File: src/rtl/bfwd_pkg.sv
package bfwd_pkg;

    localparam int GRAN_SHIFT = 20;
    localparam int LO_W       = 12;
    localparam int HI_W       = 32;
    localparam int ADDR_W     = HI_W + LO_W + GRAN_SHIFT;
    localparam int DATA_W     = 32;
    localparam int SEL_W      = 3;

    localparam int IO_ALIAS_W = 10;
    localparam int IO_SPACE_W = 16;
    localparam int IO_RANGES  = 2;

    localparam logic [IO_ALIAS_W-1:0] IO_LO [IO_RANGES] = '{10'h3B0, 10'h3C0};
    localparam logic [IO_ALIAS_W-1:0] IO_HI [IO_RANGES] = '{10'h3BB, 10'h3DF};

    localparam logic [ADDR_W-1:0] FB_LO = 64'h0000_0000_000A_0000;
    localparam logic [ADDR_W-1:0] FB_HI = 64'h0000_0000_000B_FFFF;

    localparam int CMD_IO_BIT  = 0;
    localparam int CMD_MEM_BIT = 1;
    localparam int CMD_MST_BIT = 2;
    localparam int BCTL_LEG_BIT = 3;

    typedef enum logic [SEL_W-1:0] {
        SEL_CMD      = 3'd0,
        SEL_BCTL     = 3'd1,
        SEL_BASE_LO  = 3'd2,
        SEL_LIMIT_LO = 3'd3,
        SEL_BASE_HI  = 3'd4,
        SEL_LIMIT_HI = 3'd5
    } reg_sel_e;

    typedef enum logic {DIR_DOWN = 1'b0, DIR_UP = 1'b1} dir_e;

    typedef struct packed {
        logic io_en;
        logic mem_en;
        logic master_en;
    } cmd_t;

    typedef struct packed {
        cmd_t            cmd;
        logic            legacy_en;
        logic [LO_W-1:0] base_lo;
        logic [LO_W-1:0] limit_lo;
        logic [HI_W-1:0] base_hi;
        logic [HI_W-1:0] limit_hi;
    } cfg_t;

    typedef struct packed {
        logic win_en;
        logic win_hit;
        logic fb_hit;
        logic port_hit;
    } match_t;

    function automatic logic [ADDR_W-1:0] full_base(input cfg_t c);
        return {c.base_hi, c.base_lo, {GRAN_SHIFT{1'b0}}};
    endfunction

    function automatic logic [ADDR_W-1:0] full_limit(input cfg_t c);
        return {c.limit_hi, c.limit_lo, {GRAN_SHIFT{1'b1}}};
    endfunction

endpackage

File: src/rtl/bfwd_cfg_regs.sv
module bfwd_cfg_regs
    import bfwd_pkg::*;
(
    input  logic              clk,
    input  logic              rst,
    input  logic              wr_en,
    input  logic [SEL_W-1:0]  wr_sel,
    input  logic [DATA_W-1:0] wr_data,
    output cfg_t              cfg_o
);

    cfg_t cfg_q;
    reg_sel_e sel;

    assign sel = reg_sel_e'(wr_sel);

    always_ff @(posedge clk) begin
        if (rst) begin
            cfg_q.cmd       <= '0;
            cfg_q.legacy_en <= 1'b0;
            cfg_q.base_lo   <= '1;
            cfg_q.base_hi   <= '1;
            cfg_q.limit_lo  <= '0;
            cfg_q.limit_hi  <= '0;
        end else if (wr_en) begin
            case (sel)
                SEL_CMD: begin
                    cfg_q.cmd.io_en     <= wr_data[CMD_IO_BIT];
                    cfg_q.cmd.mem_en    <= wr_data[CMD_MEM_BIT];
                    cfg_q.cmd.master_en <= wr_data[CMD_MST_BIT];
                end
                SEL_BCTL:     cfg_q.legacy_en <= wr_data[BCTL_LEG_BIT];
                SEL_BASE_LO:  cfg_q.base_lo   <= wr_data[LO_W-1:0];
                SEL_LIMIT_LO: cfg_q.limit_lo  <= wr_data[LO_W-1:0];
                SEL_BASE_HI:  cfg_q.base_hi   <= wr_data[HI_W-1:0];
                SEL_LIMIT_HI: cfg_q.limit_hi  <= wr_data[HI_W-1:0];
                default: ;
            endcase
        end
    end

    assign cfg_o = cfg_q;

endmodule

File: src/rtl/bfwd_win_cmp.sv
module bfwd_win_cmp
    import bfwd_pkg::*;
(
    input  cfg_t              cfg_i,
    input  logic [ADDR_W-1:0] addr_i,
    output logic              win_en_o,
    output logic              win_hit_o
);

    logic [ADDR_W-1:0] lo_bound;
    logic [ADDR_W-1:0] hi_bound;
    logic              above_lo;
    logic              below_hi;

    always_comb begin
        lo_bound  = full_base(cfg_i);
        hi_bound  = full_limit(cfg_i);
        win_en_o  = (lo_bound <= hi_bound);
        above_lo  = (addr_i >= lo_bound);
        below_hi  = (addr_i <= hi_bound);
        win_hit_o = win_en_o && above_lo && below_hi;
    end

endmodule

File: src/rtl/bfwd_legacy_match.sv
module bfwd_legacy_match
    import bfwd_pkg::*;
(
    input  logic [ADDR_W-1:0] addr_i,
    output logic              fb_hit_o,
    output logic              port_hit_o
);

    logic [IO_RANGES-1:0] range_hit;
    logic [IO_ALIAS_W-1:0] alias_bits;
    logic                  upper_zero;

    assign alias_bits = addr_i[IO_ALIAS_W-1:0];
    assign upper_zero = (addr_i[ADDR_W-1:IO_SPACE_W] == '0);

    for (genvar g = 0; g < IO_RANGES; g++) begin : g_port
        assign range_hit[g] = (alias_bits >= IO_LO[g]) && (alias_bits <= IO_HI[g]);
    end

    assign port_hit_o = upper_zero && (|range_hit);
    assign fb_hit_o   = (addr_i >= FB_LO) && (addr_i <= FB_HI);

endmodule

File: src/rtl/bfwd_policy.sv
module bfwd_policy
    import bfwd_pkg::*;
(
    input  dir_e   dir_i,
    input  logic   is_io_i,
    input  cfg_t   cfg_i,
    input  match_t m_i,
    output logic   fwd_o
);

    logic leg_fb;
    logic leg_port;

    always_comb begin
        leg_fb   = cfg_i.legacy_en && m_i.fb_hit;
        leg_port = cfg_i.legacy_en && m_i.port_hit;
        fwd_o    = 1'b0;
        unique case (dir_i)
            DIR_DOWN: begin
                if (is_io_i)
                    fwd_o = leg_port && cfg_i.cmd.io_en;
                else
                    fwd_o = cfg_i.cmd.mem_en && (m_i.win_hit || leg_fb);
            end
            DIR_UP: begin
                if (is_io_i)
                    fwd_o = cfg_i.cmd.master_en && !m_i.port_hit;
                else
                    fwd_o = cfg_i.cmd.master_en && !m_i.win_hit && !leg_fb;
            end
            default: fwd_o = 1'b0;
        endcase
    end

endmodule

File: src/rtl/bfwd_decoder.sv
module bfwd_decoder
    import bfwd_pkg::*;
(
    input  logic              clk,
    input  logic              rst,
    input  logic              wr_en,
    input  logic [SEL_W-1:0]  wr_sel,
    input  logic [DATA_W-1:0] wr_data,
    input  logic              txn_valid,
    input  logic              txn_dir,
    input  logic              txn_is_io,
    input  logic [ADDR_W-1:0] txn_addr,
    output logic              dec_valid,
    output logic              dec_forward
);

    cfg_t   cfg_q;
    match_t match;
    logic   fwd_comb;

    bfwd_cfg_regs u_regs (
        .clk     (clk),
        .rst     (rst),
        .wr_en   (wr_en),
        .wr_sel  (wr_sel),
        .wr_data (wr_data),
        .cfg_o   (cfg_q)
    );

    bfwd_win_cmp u_win (
        .cfg_i     (cfg_q),
        .addr_i    (txn_addr),
        .win_en_o  (match.win_en),
        .win_hit_o (match.win_hit)
    );

    bfwd_legacy_match u_leg (
        .addr_i     (txn_addr),
        .fb_hit_o   (match.fb_hit),
        .port_hit_o (match.port_hit)
    );

    bfwd_policy u_pol (
        .dir_i   (dir_e'(txn_dir)),
        .is_io_i (txn_is_io),
        .cfg_i   (cfg_q),
        .m_i     (match),
        .fwd_o   (fwd_comb)
    );

    always_ff @(posedge clk) begin
        if (rst) begin
            dec_valid   <= 1'b0;
            dec_forward <= 1'b0;
        end else begin
            dec_valid   <= txn_valid;
            dec_forward <= txn_valid && fwd_comb;
        end
    end

endmodule

File: config.mk
export PLATFORM = sky130hd
export DESIGN_NAME = bfwd_decoder
export DESIGN_NICKNAME = d
export VERILOG_FILES = /design/src/rtl/bfwd_pkg.sv /design/src/rtl/bfwd_cfg_regs.sv /design/src/rtl/bfwd_win_cmp.sv /design/src/rtl/bfwd_legacy_match.sv /design/src/rtl/bfwd_policy.sv /design/src/rtl/bfwd_decoder.sv
export SDC_FILE = /design/constraint.sdc
export NUM_CORES = 1
export LEC_CHECK = 0
export CAP_MARGIN = 20
export CORE_MARGIN = 5
export CORE_UTILIZATION = 60
export CTS_BUF_LIST = sky130_fd_sc_hd__clkbuf_8
export CTS_CLUSTER_SIZE = 10
export DETAILED_ROUTE_END_ITERATION = 7
export GPL_ROUTABILITY_DRIVEN = 0
export PLACE_DENSITY = 0.88
export RECOVER_POWER = 50
export SLEW_MARGIN = 20
export SYNTH_ARGS = -nofsm -noshare
export SYNTH_HDL_FRONTEND = slang
export SYNTH_SLANG_ARGS = --single-unit
File: constraint.sdc
create_clock -name clk -period 3.41 [get_ports clk]
set_input_delay 0.5115 -clock clk [delete_from_list [all_inputs] [get_ports clk]]
set_output_delay 0.5115 -clock clk [all_outputs]
set_load 0.05 [all_outputs]
Word level (Yosys, flattened, before mapping)
Cells that the tools add are included.
{"block": "word_totals", "mem_bits_ro": 0, "latch_bits": 0, "in_bits": 105, "n_memories": 0, "mem_bits_rw": 0, "regBits": 94}
{"block": "classes", "n_bitwise": 1, "n_reduce_logical": 27, "n_eq_ne": 5, "order_cmp": 9, "addsub": 0, "mul": 0, "n_div": 0, "shift": 0, "n_mux": 3}
{"cell": "<= comparator 64 bit", "n": 2}
{"cell": "greater-or-equal comparator 64 x 20 -> 1 bit (second input constant)", "n": 1}
{"cell": "greater-or-equal comparator 64 bit", "n": 1}
{"cell": "<= comparator 64 x 20 -> 1 bit (second input constant)", "n": 1}
{"cell": "logical NOT 48 bit", "n": 1}
{"cell": "greater-or-equal comparator 10 bit (second input constant)", "n": 2}
{"cell": "<= comparator 10 bit (second input constant)", "n": 2}
{"cell": "logical AND 1 bit", "n": 14}
{"cell": "AND reduction 2 bit", "n": 6}
{"cell": "== test 3 x 2 -> 1 bit (second input constant)", "n": 2}
{"cell": "== test 3 bit (second input constant)", "n": 2}
{"cell": "== test 3 x 1 -> 1 bit (second input constant)", "n": 1}
{"cell": "logical NOT 1 bit", "n": 3}
{"cell": "logical NOT 3 bit", "n": 1}
{"cell": "two-way mux 1 bit", "n": 2}
{"cell": "one-hot mux 1 bit (2 select lines)", "n": 1}
{"cell": "OR reduction 2 bit", "n": 1}
{"cell": "logical OR 1 bit", "n": 1}
{"cell": "NOT 1 bit", "n": 1}

Logic depth before layout (Yosys ltp)
Gate-level depths: netlist (run 1).
{"block": "logic_depth", "ltp_word": 9, "ltp_mapped": 10, "depth_no_buf": 10}

Hierarchy
A second synthesis (run 1) with hierarchy kept.
{"block": "unflattened", "hier_cells": 851, "hier_area_um2": 7274.5}
{"module": "bfwd_cfg_regs", "cells_per_inst": 376, "instances": 1, "area_each_um2": 3789.9}
{"module": "bfwd_win_cmp", "cells_per_inst": 439, "instances": 1, "area_each_um2": 3235.6}
{"module": "bfwd_legacy_match", "cells_per_inst": 26, "instances": 1, "area_each_um2": 153.9}
{"module": "bfwd_decoder", "cells_per_inst": 4, "instances": 1, "area_each_um2": 55.1}
{"module": "bfwd_policy", "cells_per_inst": 6, "instances": 1, "area_each_um2": 40.0}

Least setup slack after synthesis (run 1)
No wires, ideal clock.
{"block": "synth_timing", "path_kind": "input to register", "start": "input txn_addr[53]", "end": "register dec_forward", "slack_ns": 1.153, "n_path_buf": 0, "stages": 9, "arrival_time_ns": 2.162, "required_ns": 3.315, "path_cell_list": "ha_1 > nand4_1 > or3_4 > nor2_4 > nand2_1 > o31ai_1 > a31oi_1 > o22a_1 > o311ai_1"}
{"block": "synth_via", "elab_chain_len": 9, "word_cells_on_any_way": 24, "cone_classes": "4 x order compare; 3 x mux; 17 x reduce/logical"}
{"item": "start: declaration", "line_no": "bfwd_decoder.sv:12", "rtl": "input logic [ADDR_W-1:0] txn_addr,"}
{"item": "greater-or-equal comparator 64 bit", "line_no": "bfwd_win_cmp.sv:19", "rtl": "above_lo = (addr_i >= lo_bound);"}
{"item": "logical AND 1 bit (2 in a row)", "line_no": "bfwd_win_cmp.sv:21", "rtl": "win_hit_o = win_en_o && above_lo && below_hi;"}
{"item": "logical NOT 1 bit", "line_no": "bfwd_policy.sv:29", "rtl": "fwd_o = cfg_i.cmd.master_en && !m_i.win_hit && !leg_fb;"}
{"item": "logical AND 1 bit (2 in a row)", "line_no": "bfwd_policy.sv:29"}
{"item": "two-way mux 1 bit", "line_no": "bfwd_policy.sv:26", "rtl": "if (is_io_i)"}
{"item": "one-hot mux 1 bit (2 select lines) *", "line_no": "bfwd_policy.sv:18", "rtl": "unique case (dir_i)"}
{"item": "logical AND 1 bit *", "line_no": "bfwd_decoder.sv:57", "rtl": "dec_forward <= txn_valid && fwd_comb;"}
{"item": "end signal: assignment", "line_no": "bfwd_decoder.sv:57"}
{"item": "end: declaration", "line_no": "bfwd_decoder.sv:14", "rtl": "output logic dec_forward"}
Mark *: on every way between the ends. The rest lies on a longest branch, timed or not.
A chain may end at the register's enable or synchronous reset.

Worst setup path in the final report (run 1)
{"block": "layout_timing", "start": "input wr_sel[0]", "end": "register u_regs.cfg_o[18] (netlist name)"}
{"block": "layout_via", "elab_chain_len": 2}
{"item": "start: declaration", "line_no": "bfwd_decoder.sv:7", "rtl": "input logic [SEL_W-1:0] wr_sel,"}
{"item": "== test 3 bit", "line_no": "bfwd_cfg_regs.sv:26", "rtl": "case (sel)"}
{"item": "AND reduction 2 bit (no source line)"}
No other way between the ends.

==> results of run 1 <==
-- kinds of logic after synthesis --
family / synth area share
mux: 0.00755
compound gates: 0.197
fa+ha+maj: 0.247
simple gates: 0.196
buf+inv: 0.0674
flops: 0.284
-- area by class of cell --
| type | instances | area [sq um] | share of cell area |
|---|---|---|---|
| multi-input cells | 618 | 4300 | 0.536 |
| flip-flops and latches | 94 | 1880 | 0.234 |
| repair buffers | 111 | 1090 | 0.135 |
| inverters | 91 | 342 | 0.0425 |
| well taps | 140 | 175 | 0.0218 |
| clock buffers | 9 | 124 | 0.0154 |
| clock inverters | 7 | 120 | 0.0150 |
-- worst register-to-register path: cells and delay by family, from the launching register on --
| kind | cells | cell delay (ns) |
|---|---|---|
| buffers and inverters | 1 | 0.07 |
| AO/OA/AOI/OAI | 7 | 1.72 |
| adder cells (fa/ha/maj) | 1 | 0.32 |
| AND/OR/NAND/NOR | 1 | 0.06 |
| flip-flops | 1 | 0.35 |
-- registers in the layout, summed over array words and instances (netlist names) --
name,cells
u_regs.cfg_o,92
dec_valid,1
dec_forward,1
-- cells in the final DEF (no fill, tap or decap), drive strengths merged, types with 2 or more instances in the layout --
| master | netlist | routed |
|---|---|---|
| ha | 131 | 131 |
| nand2 | 129 | 129 |
| clkdlybuf4s50 | 0 | 103 |
| dfxtp | 94 | 94 |
| inv | 91 | 93 |
| a21oi | 90 | 90 |
| nor2 | 68 | 68 |
| a211o | 44 | 44 |
| nand4 | 28 | 28 |
| o21ai | 20 | 20 |
| nor4 | 16 | 16 |
| a21o | 16 | 16 |
| nand3 | 11 | 11 |
| clkbuf | 28 | 11 |
| nor3 | 7 | 7 |
| and4 | 6 | 6 |
| a211oi | 6 | 6 |
| nor2b | 5 | 5 |
| mux2i | 5 | 5 |
| o211ai | 5 | 5 |
| a31oi | 4 | 4 |
| a221oi | 4 | 4 |
| buf | 0 | 4 |
| bufinv | 0 | 3 |
| or3 | 3 | 3 |
| nor3b | 2 | 2 |
| nand4b | 2 | 2 |
| o21bai | 2 | 2 |
| a2111oi | 2 | 2 |
| a221o | 2 | 2 |
| dlygate4sd3 | 0 | 2 |
-- power groups by stage --
stage	logic, W	clock network [W]	registers [W]
CTS	0.000497	0.000921	0.00114
global route	0.000557	0.000964	0.00115
floorplan	0.000250	0	0.00117
finish	0.000501	0.000918	0.00114
detailed placement	0.000490	0	0.00117
global placement	0.000477	0	0.00117
-- per-stage QoR --
stage,hold WS [ns],worst slack (ns),utilization,instances
detailed placement,0.447,0.271,0.720,1054
finish,0.345,0.585,0.741,1070
floorplan,0.436,1.15,-,831
global route,0.339,0.365,0.741,1070
CTS,0.329,0.652,0.742,1070
global placement,0.442,0.385,0.720,1054
-- final timing paths --
kind,startpoint,end,slack (ns),depth (start not counted)
worst max-delay path,wr_sel[0],u_regs.cfg_o[18],0.59,5
worst min-delay path,rst,dec_valid,0.34,2
worst max register to register,u_regs.cfg_o[83],dec_forward,0.80,10
worst min register to register,u_regs.cfg_o[24],u_regs.cfg_o[24],0.46,2
-- routing by layer --
| layer | vias up | wire (microns) | GRT usage |
|---|---|---|---|
| met2 | 267 | 8530 | 0.476 |
| li1 | 3134 | - | - |
| met4 | 0 | 661 | 0.140 |
| met5 | - | 0 | 0 |
| met1 | 2909 | 7790 | 0.351 |
| met3 | 56 | 1560 | 0.0542 |
==> flow_summary.toml, run 1 <==
[clock_network]
clk_latency_ns = 0.39
cts_setup_buffers = 0
cts_tree = "built"
cts_buffers = 9
cts_sinks = 94
clkTransAtPathRegs_ns = 0.10
cts_max_path_buffers = 2
hold_buffers = 0
h-tree-depth = 3
postCtsResizedCells = 0
clk_root_buffer_cell = "clkbuf_8"

[timing]
tightest_slew_ns = 1.80
setup_viol = 0
slew_viol_final = 33
finalClockSkew_ns = 0.00707
period_minus_slack_ns = 2.82
fmax_ghz = 0.354
tns_ns = 0
rsz0062_at_grt = "false"
relSlewSlack = -0.202
hold_violations = 0
fin_crit_sh = 0.828

[power]
internal-power_w = 0.00186
p_leak_nw = 3.42
switchingPower_w = 0.000705
power_w = 0.00256
p_comb_frac = 0.196
power_frac_clock = 0.358
power.density_nw_per_um2 = 319
switching_share = 0.275
vdd_drop_max_v = 0.000233
seqPwrFrac = 0.446

[run_status]
status = "complete, but fails checks"
violations = "max-capacitance violations, max-slew violations"

[setup_path]
critPathBufInv = 2
crit_family = "buffers and inverters"
worst_ep_arrival_time_ns = 3.14
crit_fanout = 32
crit_path_end_kind = "flip-flop"
cp.required_ns = 3.72
critPathMaxStageDelay_ns = 1.32
worst_setup_path_start_kind = "input port"
crit_slowest_cell = "clkbuf_1"
crit_chain = "clkdlybuf4s50_1 > nor3b_1 > clkbuf_1 > nand2_1 > a21oi_1"
worstSetupPathType = "input port to flip-flop"

[synth]
syn-num-nets = 1067
syn_inst = 831
yosysUniqueCellTypes = 45
yosys.area.top_type = "dfxtp_1"
synth-seq-cells = 94
synth-main-ff-cell = "dfxtp_1"
synth.most_common_cell = "ha_1"
synth_area_sq_um = 6630
avgSynthCellArea_sq_um = 7.97
netlist_top_cells_count = "ha_1 (131), nand2_1 (129), dfxtp_1 (94)"
yosysWarnings = 0
async_reset_ff_frac = 0
synth.area.top_cells = "dfxtp_1 (28%), ha_1 (25%), nand2_1 (7.3%), a21oi_1 (6.8%), a211o_1 (5.8%)"
synth_edf_count = 0
yosysSeqAreaShare = 0.284
yosysTopAreaCellShare = 0.284

[floorplanning]
start_util = 0.611
die_area_sq_um = 13200
die_y_microns = 115
fp.dieW_microns = 115
core_sq_um = 10800
rows = 38
boundaryPins = 107

[drt]
viasPerCell = 5.95
wl_per_cell_microns = 17.3
num_vias = 6366
drt_iter0_markers = 438
ant_nets = 0
dr.pass1.iters = 7
drt-total-wl_microns = 18500
post-route-drc-count = 0

[layout]
diodes = 0
stdcell_area_sq_um = 8030
area_growth_pct = 21.2
drive_gt1_frac = 0.0290
fillers = 849
nNetsFinal = 1161

[global_route]
grt_max_degree = 93
antenna_found_initial = 0
grt_pass1_vias = 6328
grt-ovfl-total = 0
grt_pass1_wl_microns = 30100
grt_util_all_layers = 0.285

[place]
place_area_sq_um = 7800
port_buffers = 106
hpwl_microns = 14200

[worst_hold_path]
hp-class = "input port to flip-flop"

[run]
cap_violations = 1
No activity file was read; power rests on OpenSTA's default activity.
==> run 2: changes to the inputs <==
CORE_UTILIZATION = 51   (was 60)
PLACE_DENSITY = 0.8   (was 0.88)
clock period = 2.25 ns   (was 3.41 ns; I/O delays follow)
==> run 2 against run 1 <==
The flow finishes with violations (negative setup slack). Clock power up 25%. Hold slack worse by 0.055 ns. Register-to-register slack lost 0.83 ns. Final area grew 11%. Die area grew 16%. Combinational power grew 78%. Global-route usage down 3.0 points. Largest cell class unchanged.
==> flow_summary.toml, run 2 (synthesis results as in run 1) <==
[run_status]
status = "complete, but fails checks"
violations = "negative setup slack"

[layout]
final_core_util = 0.704
diodes = 0
largest_reg_flops = 92
area_growth_pct = 34.7
nNetsFinal = 1255
final_common_cell = "nand2_1"
fillers = 1027
final_cell_mix = "nand2_1 (128), ha_1 (124), clkdlybuf4s50_1 (99)"
drive_gt1_frac = 0.146

[timing]
tns_ns = -0.0602
relSlewSlack = 0.330
hold_violations = 0
finalClockSkew_ns = 0.0103
setup_ws_ns = -0.0602
fin_crit_sh = 1.03
setup_viol = 1
fmax_ghz = 0.433
whs_ns = 0.290
tightest_slew_ns = 1.01
slew_viol_final = 0
period_minus_slack_ns = 2.31
rsz0062_at_grt = "true"

[place]
dp_slack_ns = -0.570
hpwl_microns = 14900
port_buffers = 106

[drt]
ant_nets = 0
drt-total-wl_microns = 19200
wl_per_cell_microns = 16.0
num_vias = 6637
post-route-drc-count = 0
dr.pass1.iters = 5
viasPerCell = 5.55
drt_iter0_markers = 423

[clock_network]
cts_sinks = 94
cts_tree = "built"
clk_root_buffer_cell = "clkbuf_8"
clk_latency_ns = 0.39
cts_max_path_buffers = 2
clkTransAtPathRegs_ns = 0.10
hold_buffers = 0
h-tree-depth = 3
cts_buffers = 9

[floorplanning]
die_area_sq_um = 15400
rows = 41
boundaryPins = 107
die_y_microns = 124
start_util = 0.523
core_sq_um = 12700
fp.dieW_microns = 124

[run]
cap_violations = 0

[power]
power.density_nw_per_um2 = 424
internal-power_w = 0.00269
power_w = 0.00378
switching_share = 0.290
seqPwrFrac = 0.458
vdd_drop_max_v = 0.000428
p_leak_nw = 3.88
power_frac_clock = 0.305
p_comb_frac = 0.236
switchingPower_w = 0.00110

[setup_path]
worst_ep_arrival_time_ns = 2.60
crit_family = "compound AO/OA/AOI/OAI gates"
crit_path_end_kind = "flip-flop"
critPathBufInv = 1
worstSetupPathType = "input port to flip-flop"
crit_fanout = 2
cp.required_ns = 2.54
crit_slowest_cell = "clkdlybuf4s50_1"
worst_setup_path_start_kind = "input port"
crit_chain = "clkdlybuf4s50_1 > ha_1 > a21o_1 > a21o_1 > a221oi_2 > o211ai_1 > a31oi_1 > a31oi_1 > o22a_1 > o311ai_1"
critPathMaxStageDelay_ns = 0.44

[global_route]
grt-ovfl-total = 0
grt_pass1_vias = 6565
grt_max_degree = 93
grt_util_all_layers = 0.254
antenna_found_initial = 0
grt_pass1_wl_microns = 30800

[worst_hold_path]
hp-class = "input port to flip-flop"
==> run 2: cell types whose count changed in the layout (fill, tap and decap cells not counted), sizes merged <==
cell           before  now
dlygate4sd2         0    4
clkinv              1    3
bufinv              3    1
inv                93   92
clkbuf             11   13
buf                 4   96
clkdlybuf4s50     103   99
clkinvlp            1    2
==> run 2: final cells by class <==
class / instances / area [sq um] / area share
Clock buffer: 9 / 124 / 0.0139
Clock inverter: 7 / 72.6 / 0.00813
Inverter: 91 / 342 / 0.0383
Multi-Input combinational cell: 618 / 4470 / 0.501
Sequential cell: 94 / 1890 / 0.212
Tap cell: 172 / 215 / 0.0241
Timing Repair Buffer: 205 / 1810 / 0.203
==> run 2: per-layer routing <==
| metal | track usage | up-vias | routed length (microns) |
|---|---|---|---|
| li1 | - | 3323 | - |
| met1 | 0.318 | 3057 | 8280 |
| met2 | 0.446 | 219 | 9280 |
| met3 | 0.0400 | 38 | 1130 |
| met4 | 0.0849 | 0 | 477 |
| met5 | 0 | - | 0 |
==> run 2: worst register-to-register path: cells and delay by family, from the launching register on <==
family / cells / cell delay (ns)
AOI/OAI and AO/OA: 7 / 1.48
DFF: 1 / 0.34
adders and majority gates: 1 / 0.29
buffers and inverters: 1 / 0.08
==> run 2: repair_timing <==
| item | CTS | global route |
|---|---|---|
| gates resized for setup | 36 | 4 |
| gates cloned | 0 | 0 |
| setup buffers | 2 | 1 |
| pin swaps | 23 | 3 |
| endpoints found under the hold margin | 0 | 0 |
| setup endpoints to repair | 1 | 1 |
==> run 2: per-stage QoR <==
stage / std cells / area, sq um
floorplan: 831 / 6630
global placement: 1177 / 8570
detailed placement: 1177 / 8570
CTS: 1195 / 8930
global route: 1196 / 8920
finish: 1196 / 8920
==> run 2: power groups by stage <==
stage	combinational, W	sequential (W)	clock [W]
floorplan	0.000379	0.00177	0
global placement	0.000835	0.00177	0
detailed placement	0.000857	0.00177	0
CTS	0.000883	0.00173	0.00117
global route	0.000986	0.00174	0.00124
finish	0.000894	0.00173	0.00115
==> run 2: path summary, 6_finish.rpt <==
kind	startpoint	end	slack [ns]	cells after the start
hold / removal	rst	dec_valid	0.29	3
setup reg to reg	u_regs.cfg_o[65]	dec_forward	-0.03	9
hold reg to reg	u_regs.cfg_o[7]	u_regs.cfg_o[7]	0.46	2
setup / recovery	txn_addr[61]	dec_forward	-0.06	10
